`config.mk`:
```
export PLATFORM = sky130hd
export DESIGN_NAME = sync_shift_port
export DESIGN_NICKNAME = d
export VERILOG_FILES = /design/src/rtl/sp_pkg.sv /design/src/rtl/sp_timebase.sv /design/src/rtl/sp_tx.sv /design/src/rtl/sp_rx.sv /design/src/rtl/sync_shift_port.sv
export SDC_FILE = /design/constraint.sdc
export NUM_CORES = 1
export LEC_CHECK = 0
export BUFFER_PORTS_ARGS = -buffer_cell sky130_fd_sc_hd__buf_4
export CAP_MARGIN = 25
export CORE_MARGIN = 4
export CORE_UTILIZATION = 40
export DETAILED_ROUTE_END_ITERATION = 6
export GPL_ROUTABILITY_DRIVEN = 0
export PLACE_DENSITY = 0.64
export REMOVE_ABC_BUFFERS = 1
export SLEW_MARGIN = 20
export SYNTH_ARGS = -nofsm -noshare
export SYNTH_HDL_FRONTEND = slang
export SYNTH_SLANG_ARGS = --single-unit
```
`constraint.sdc`:
```
create_clock -name clk -period 3.2 [get_ports clk]
set_input_delay 0.64 -clock clk [delete_from_list [all_inputs] [get_ports clk]]
set_output_delay 0.64 -clock clk [all_outputs]
set_load 0.05 [all_outputs]
```
`src/rtl/sp_pkg.sv`:
```
package sp_pkg;

    localparam int DATA_W   = 8;
    localparam int PH_COUNT = 12;
    localparam int PH_W     = $clog2(PH_COUNT);

    typedef logic [PH_W-1:0] phase_t;

    // phase index = 2*(state-1) + (phase-1)
    localparam phase_t PH_S1P1 = phase_t'(0);
    localparam phase_t PH_S3P1 = phase_t'(4);
    localparam phase_t PH_S5P2 = phase_t'(9);
    localparam phase_t PH_S6P1 = phase_t'(10);
    localparam phase_t PH_S6P2 = phase_t'(11);

    typedef struct packed {
        logic s1p1;
        logic s3p1;
        logic s5p2;
        logic s6p1;
        logic s6p2;
        logic clk_low;
    } strobes_t;

    typedef enum logic [2:0] {
        TX_IDLE, TX_PEND, TX_WAIT, TX_SEND, TX_FINISH
    } tx_state_t;

    typedef enum logic [2:0] {
        RX_IDLE, RX_REQ, RX_ARM, RX_LOADED, RX_RUN, RX_FINISH
    } rx_state_t;

    // In fast mode both phases of a state share one clock (even index).
    function automatic logic at_phase(phase_t ph, phase_t idx, logic fast);
        if (fast)
            return ph == {idx[PH_W-1:1], 1'b0};
        return ph == idx;
    endfunction

    function automatic logic [DATA_W-1:0] bit_reverse(logic [DATA_W-1:0] v);
        logic [DATA_W-1:0] r;
        for (int i = 0; i < DATA_W; i++)
            r[i] = v[DATA_W-1-i];
        return r;
    endfunction

endpackage

```
`src/rtl/sp_timebase.sv`:
```
module sp_timebase
    import sp_pkg::*;
(
    input  logic     clk,
    input  logic     rst,
    input  logic     fast,
    output strobes_t ev
);

    phase_t ph_q;
    phase_t ph_step;

    always_comb begin
        if (fast)
            ph_step = {ph_q[PH_W-1:1], 1'b0} + phase_t'(2);
        else
            ph_step = ph_q + phase_t'(1);
        if (ph_step >= phase_t'(PH_COUNT))
            ph_step = '0;
    end

    always_ff @(posedge clk) begin
        if (rst)
            ph_q <= PH_S1P1;
        else
            ph_q <= ph_step;
    end

    always_comb begin
        ev.s1p1    = at_phase(ph_q, PH_S1P1, fast);
        ev.s3p1    = at_phase(ph_q, PH_S3P1, fast);
        ev.s5p2    = at_phase(ph_q, PH_S5P2, fast);
        ev.s6p1    = at_phase(ph_q, PH_S6P1, fast);
        ev.s6p2    = at_phase(ph_q, PH_S6P2, fast);
        ev.clk_low = (ph_q >= PH_S3P1) && (ph_q <= PH_S5P2);
    end

endmodule

```
`src/rtl/sp_tx.sv`:
```
module sp_tx
    import sp_pkg::*;
#(
    parameter int W = DATA_W
) (
    input  logic         clk,
    input  logic         rst,
    input  logic         s1p1,
    input  logic         s6p2,
    input  logic         wr,
    input  logic [W-1:0] wr_data,
    input  logic         rx_busy,
    input  logic         flag_clr,
    output logic         sending,
    output logic         line,
    output logic         busy,
    output logic         flag
);

    localparam logic [W-1:0] MARKER_ONLY = W'(1);

    tx_state_t    st;
    logic [W:0]   sh;
    logic [W-1:0] hold_q;
    logic         last_shift;

    // marker just above the MSB with only zeros above it
    assign last_shift = (sh[W:1] == MARKER_ONLY);

    always_ff @(posedge clk) begin
        if (rst) begin
            st     <= TX_IDLE;
            sh     <= '1;
            hold_q <= '0;
            flag   <= 1'b0;
        end else begin
            if (flag_clr)
                flag <= 1'b0;
            case (st)
                TX_IDLE: begin
                    if (wr && !rx_busy) begin
                        hold_q <= wr_data;
                        if (s6p2) begin
                            sh <= {1'b1, wr_data};
                            st <= TX_WAIT;
                        end else begin
                            st <= TX_PEND;
                        end
                    end
                end
                TX_PEND: begin
                    if (s6p2) begin
                        sh <= {1'b1, hold_q};
                        st <= TX_WAIT;
                    end
                end
                TX_WAIT: begin
                    if (s6p2)
                        st <= TX_SEND;
                end
                TX_SEND: begin
                    if (s6p2) begin
                        sh <= {1'b0, sh[W:1]};
                        if (last_shift)
                            st <= TX_FINISH;
                    end
                end
                TX_FINISH: begin
                    if (s1p1) begin
                        st   <= TX_IDLE;
                        flag <= 1'b1;
                    end
                end
                default: st <= TX_IDLE;
            endcase
        end
    end

    assign sending = (st == TX_SEND) || (st == TX_FINISH);
    assign line    = sending ? sh[0] : 1'b1;
    assign busy    = (st != TX_IDLE);


    tx_flag_s1p1_chk: assert property (@(posedge clk) disable iff (rst)
        $rose(flag) |-> $past(s1p1));


    tx_marker_chk: assert property (@(posedge clk) disable iff (rst)
        (st == TX_SEND) |-> (sh != '0));


    tx_no_overlap_chk: assert property (@(posedge clk) disable iff (rst)
        (st == TX_SEND) |-> !rx_busy);

endmodule

```
`src/rtl/sp_rx.sv`:
```
module sp_rx
    import sp_pkg::*;
#(
    parameter int W = DATA_W
) (
    input  logic         clk,
    input  logic         rst,
    input  logic         s1p1,
    input  logic         s5p2,
    input  logic         s6p2,
    input  logic         enable,
    input  logic         din,
    input  logic         tx_busy,
    input  logic         tx_req,
    input  logic         flag_clr,
    output logic         receiving,
    output logic         busy,
    output logic         flag,
    output logic [W-1:0] data
);

    rx_state_t    st;
    logic [W-1:0] sh;
    logic         smp_q;
    logic [W-1:0] shifted;

    assign shifted = {sh[W-2:0], smp_q};

    always_ff @(posedge clk) begin
        if (rst) begin
            st    <= RX_IDLE;
            sh    <= '1;
            smp_q <= 1'b1;
            flag  <= 1'b0;
            data  <= '0;
        end else begin
            if (flag_clr)
                flag <= 1'b0;
            case (st)
                RX_IDLE: begin
                    if (enable && !flag && !tx_busy && !tx_req)
                        st <= RX_REQ;
                end
                RX_REQ: begin
                    if (s1p1)
                        st <= RX_ARM;
                end
                RX_ARM: begin
                    if (s6p2) begin
                        sh <= {{(W-1){1'b1}}, 1'b0};
                        st <= RX_LOADED;
                    end
                end
                RX_LOADED: begin
                    if (s1p1)
                        st <= RX_RUN;
                end
                RX_RUN: begin
                    if (s5p2)
                        smp_q <= din;
                    if (s6p2) begin
                        sh <= shifted;
                        if (!sh[W-1]) begin
                            data <= bit_reverse(shifted);
                            st   <= RX_FINISH;
                        end
                    end
                end
                RX_FINISH: begin
                    if (s1p1) begin
                        flag <= 1'b1;
                        st   <= RX_IDLE;
                    end
                end
                default: st <= RX_IDLE;
            endcase
        end
    end

    assign receiving = (st == RX_RUN) || (st == RX_FINISH);
    assign busy      = (st != RX_IDLE);


    rx_flag_s1p1_chk: assert property (@(posedge clk) disable iff (rst)
        $rose(flag) |-> $past(s1p1));


    rx_flag_clear_chk: assert property (@(posedge clk) disable iff (rst)
        $fell(flag) |-> $past(flag_clr));


    rx_start_flag_chk: assert property (@(posedge clk) disable iff (rst)
        $rose(receiving) |-> !flag);

endmodule

```
`src/rtl/sync_shift_port.sv`:
```
module sync_shift_port
    import sp_pkg::*;
(
    input  logic              clk,
    input  logic              rst,
    input  logic              fast_mode,
    input  logic              buf_wr,
    input  logic [DATA_W-1:0] buf_wdata,
    input  logic              rx_en,
    input  logic              tx_flag_clr,
    input  logic              rx_flag_clr,
    input  logic              data_i,
    output logic              data_o,
    output logic              data_oe,
    output logic              sclk_o,
    output logic              tx_flag,
    output logic              rx_flag,
    output logic [DATA_W-1:0] rx_data
);

    strobes_t ev;
    logic     tx_sending, tx_busy, tx_line;
    logic     rx_receiving, rx_busy;

    sp_timebase u_tb (
        .clk  (clk),
        .rst  (rst),
        .fast (fast_mode),
        .ev   (ev)
    );

    sp_tx #(.W(DATA_W)) u_tx (
        .clk      (clk),
        .rst      (rst),
        .s1p1     (ev.s1p1),
        .s6p2     (ev.s6p2),
        .wr       (buf_wr),
        .wr_data  (buf_wdata),
        .rx_busy  (rx_busy),
        .flag_clr (tx_flag_clr),
        .sending  (tx_sending),
        .line     (tx_line),
        .busy     (tx_busy),
        .flag     (tx_flag)
    );

    sp_rx #(.W(DATA_W)) u_rx (
        .clk       (clk),
        .rst       (rst),
        .s1p1      (ev.s1p1),
        .s5p2      (ev.s5p2),
        .s6p2      (ev.s6p2),
        .enable    (rx_en),
        .din       (data_i),
        .tx_busy   (tx_busy),
        .tx_req    (buf_wr),
        .flag_clr  (rx_flag_clr),
        .receiving (rx_receiving),
        .busy      (rx_busy),
        .flag      (rx_flag),
        .data      (rx_data)
    );

    assign data_o  = tx_line;
    assign data_oe = !rx_receiving;
    assign sclk_o  = (tx_sending || rx_receiving) ? !ev.clk_low : 1'b1;


    sclk_edge_chk: assert property (@(posedge clk) disable iff (rst)
        !$stable(sclk_o) |-> (ev.s3p1 || ev.s6p1));


    half_duplex_chk: assert property (@(posedge clk) disable iff (rst)
        !(tx_sending && rx_receiving));

endmodule

```
==> reports/metrics.cfg <==
[timing]
finalSetupViolations = 0
worst_slew_pin_slew_ns = 0.7555
worst_slack_ns = 0.6887
period_needed_ns = 2.511
fin_tns_setup_ns = 0
hold_ws_ns = 0.4716
hold_viol_final = 0
clock_skew_ns = 0.007192
slew-limit-headroom_pct = 49.25
rsz0062_at_grt = false
max_freq_mhz = 398.2
period_share_pct = 78.48
slew_violations = 0

[global_routing]
grtUsageTotal_pct = 13.76
grt_pass1_vias = 1707
grt-ovfl-total = 0
antenna_found_initial = 0
grt_pass1_wl_um = 7928
grt_start_max_net_pins = 47

[worst_setup_path]
cp_cell_sequence = nand2_1 -> a32o_1 -> buf_4
cp-end-kind = output port
required_ns = 2.56
cp.arrival_ns = 1.87
cp_slowest_stage_delay_ns = 0.80
critical_path_class = flip-flop to output port
crit_fanout = 16
startpoint_type = flip-flop
cp_top_family = flip-flops
crit_slowest_cell = dfxtp_1
cp.buffers_inverters = 1

[floorplanning]
start_util_pct = 40.99
rows = 27
die_area_mm2 = 0.006909
boundaryPins = 29
die_x_um = 83.12
core_area_mm2 = 0.005507
die-height_um = 83.12

[pwr]
ir_drop_uv = 297.5
cellPowerDensity_mw_per_mm2 = 531.7
power.total_w = 0.001383
p_sw_w = 0.0003921
p_int_w = 0.0009910
p_sw_share_pct = 28.35
power_frac_clock_pct = 31.6
comb_power_share_pct = 21.2
seqPwrFrac_pct = 47.2
leakagePower_nw = 1.006

[clocking]
cts_buffer_depth = 2
cts_setup_buffers = 0
clkTransAtPathRegs_ns = 0.09
cts_tree = yes
clk_latency_ns = 0.30
cts_made_buffers = 5
hold_buffers = 0
cts_sinks = 46
h-tree-depth = 2
ctsResizeCount = 0
root_buffer = clkbuf_8

[min_path]
hold_path.class = flip-flop to flip-flop

[synthesis]
async_reset_ff_share_pct = 0
synth_edf_count = 0
avgSynthCellArea_um2 = 9.251
synth_top_cell_area_share_pct = 40.80
synth_area_leader_cell = dfxtp_1
ys_ff_latch = 46
netlist_instances = 244
synth.distinct_cells = 46
netlist_area_mm2 = 0.002257
seq_area_frac_synth_pct = 40.80
yosysWarnings = 0
synth-main-ff-cell = dfxtp_1
synth_area_leaders = dfxtp_1, mux2i_1, mux2_2

[detailed_routing]
drt_wl_total_um = 4551
dr.first_iter.drc_count = 81
num_vias = 1721
dr.pass1.iters = 5
wl_per_cell_um = 13.50
ant_nets = 0
drcViolationCount = 0
avgViaCountPerCell = 5.107

[final_layout]
multi_input_area_mm2 = 0.001215
nets = 286
num-fill-cells = 557
drive_gt1_share_pct = 20.38
final_common_cell = dfxtp_1
final_cell_mix = dfxtp_1, buf_4, mux2i_1, nor2_1, nand2b_1
regArea_um2 = 920.9
antenna_cells = 0
area.growth.synth_to_final_pct = 15.24

[job]
maxCapViolCount = 0

[placed_design]
post-place-ws_ns = 0.6069
dpl.hpwl_um = 3119
numPortBuffers = 28

[run_status]
status = finished, final reports clean

==> flip-flops by register name, summed over array words and instances, names as in the netlist <==
name	flops
u_tx.sh	9
u_rx.data	8
u_rx.sh	8
u_tx.hold_q	8
u_tb.ph_q	4
u_rx.st	3
u_tx.st	3
u_rx.flag	1
u_rx.smp_q	1
u_tx.flag	1
==> power by group through the flow <==
stage | sequential [W] | clock [W] | combinational, W
6_report | 0.000652 | 0.000437 | 0.000293
5_1_grt | 0.000660 | 0.000479 | 0.000325
4_1_cts | 0.000653 | 0.000455 | 0.000296
3_5_place_dp | 0.000666 | 0 | 0.000296
3_3_place_gp | 0.000665 | 0 | 0.000291
2_1_floorplan | 0.000652 | 0 | 0.000227
==> routing by layer <==
layer	part of all wire [%]	up-vias	global-route usage, %	wire, um
met3	3.9	5	3.472	176
met2	46	26	22.08	2093
li1	-	908	-	-
met1	49	782	18.08	2231
met4	1.1	0	4.458	50
met5	0	-	0	0
==> metrics by stage <==
step	util (%)	instance area (um^2)	std cells
4_1_cts	47.24	2601	337
3_5_place_dp	45.19	2489	329
2_1_floorplan	-	2166	226
6_report	47.24	2601	337
3_3_place_gp	45.19	2489	329
5_1_grt	47.24	2601	337
==> area by class of cell <==
cell class / instances / area share, %
multi-input cells: 172 / 46.71
clock buffers: 5 / 2.646
flip-flops and latches: 46 / 35.40
inverters: 8 / 1.154
repair buffers: 31 / 8.947
clock inverters: 3 / 1.684
well taps: 72 / 3.463
==> synthesized netlist by cell type (2+ instances only) <==
library cell and count:
nor2_1 20, ha_1 6, nor3_1 11, o21bai_1 2, dfxtp_1 46, o22ai_1 8
or2_2 3, nor2b_1 2, o21ai_0 11, nand2b_1 14, mux2i_1 23, xnor2_1 2
nor3b_1 2, nor4_1 3, buf_1 2, clkbuf_1 12, a211o_1 8, nand2_1 12
xor2_1 2, mux2_2 8, a21o_1 2, buf_6 3, a21oi_1 12, inv_1 8
==> worst register-to-register path, cell delays in order, from the launching register on <==
cell and delay (ns):
dfxtp_1 0.40, inv_1 0.10, ha_1 0.29, nand4b_2 0.25, or2_2 0.45, or2_1 0.35
a211o_1 0.33
==> logic make-up after synthesis <==
group	share of synthesized area [%]
muxes	14.19
AOI/OAI and AO/OA	14.47
DFF	40.80
adders and majority gates	3.326
buffers and inverters	5.377
and+or+nand+nor	20.29
xor gates and xnor gates	1.552
==> worst paths after layout <==
check / startpoint / to / slack (ns) / cells past startpoint
setup / recovery: u_tx.st[1]$_SDFFE_PP0P_ / sclk_o / 0.69 / 3
hold / removal: u_rx.sh[1]$_SDFFE_PP1P_ / u_rx.data[5]$_SDFFE_PP0P_ / 0.47 / 2
setup reg to reg: u_tb.ph_q[0]$_SDFF_PP0_ / u_tx.sh[1]$_SDFFE_PP1P_ / 0.93 / 6
hold reg to reg: u_rx.sh[1]$_SDFFE_PP1P_ / u_rx.data[5]$_SDFFE_PP0P_ / 0.47 / 2
No activity file was read; power rests on OpenSTA's default activity.
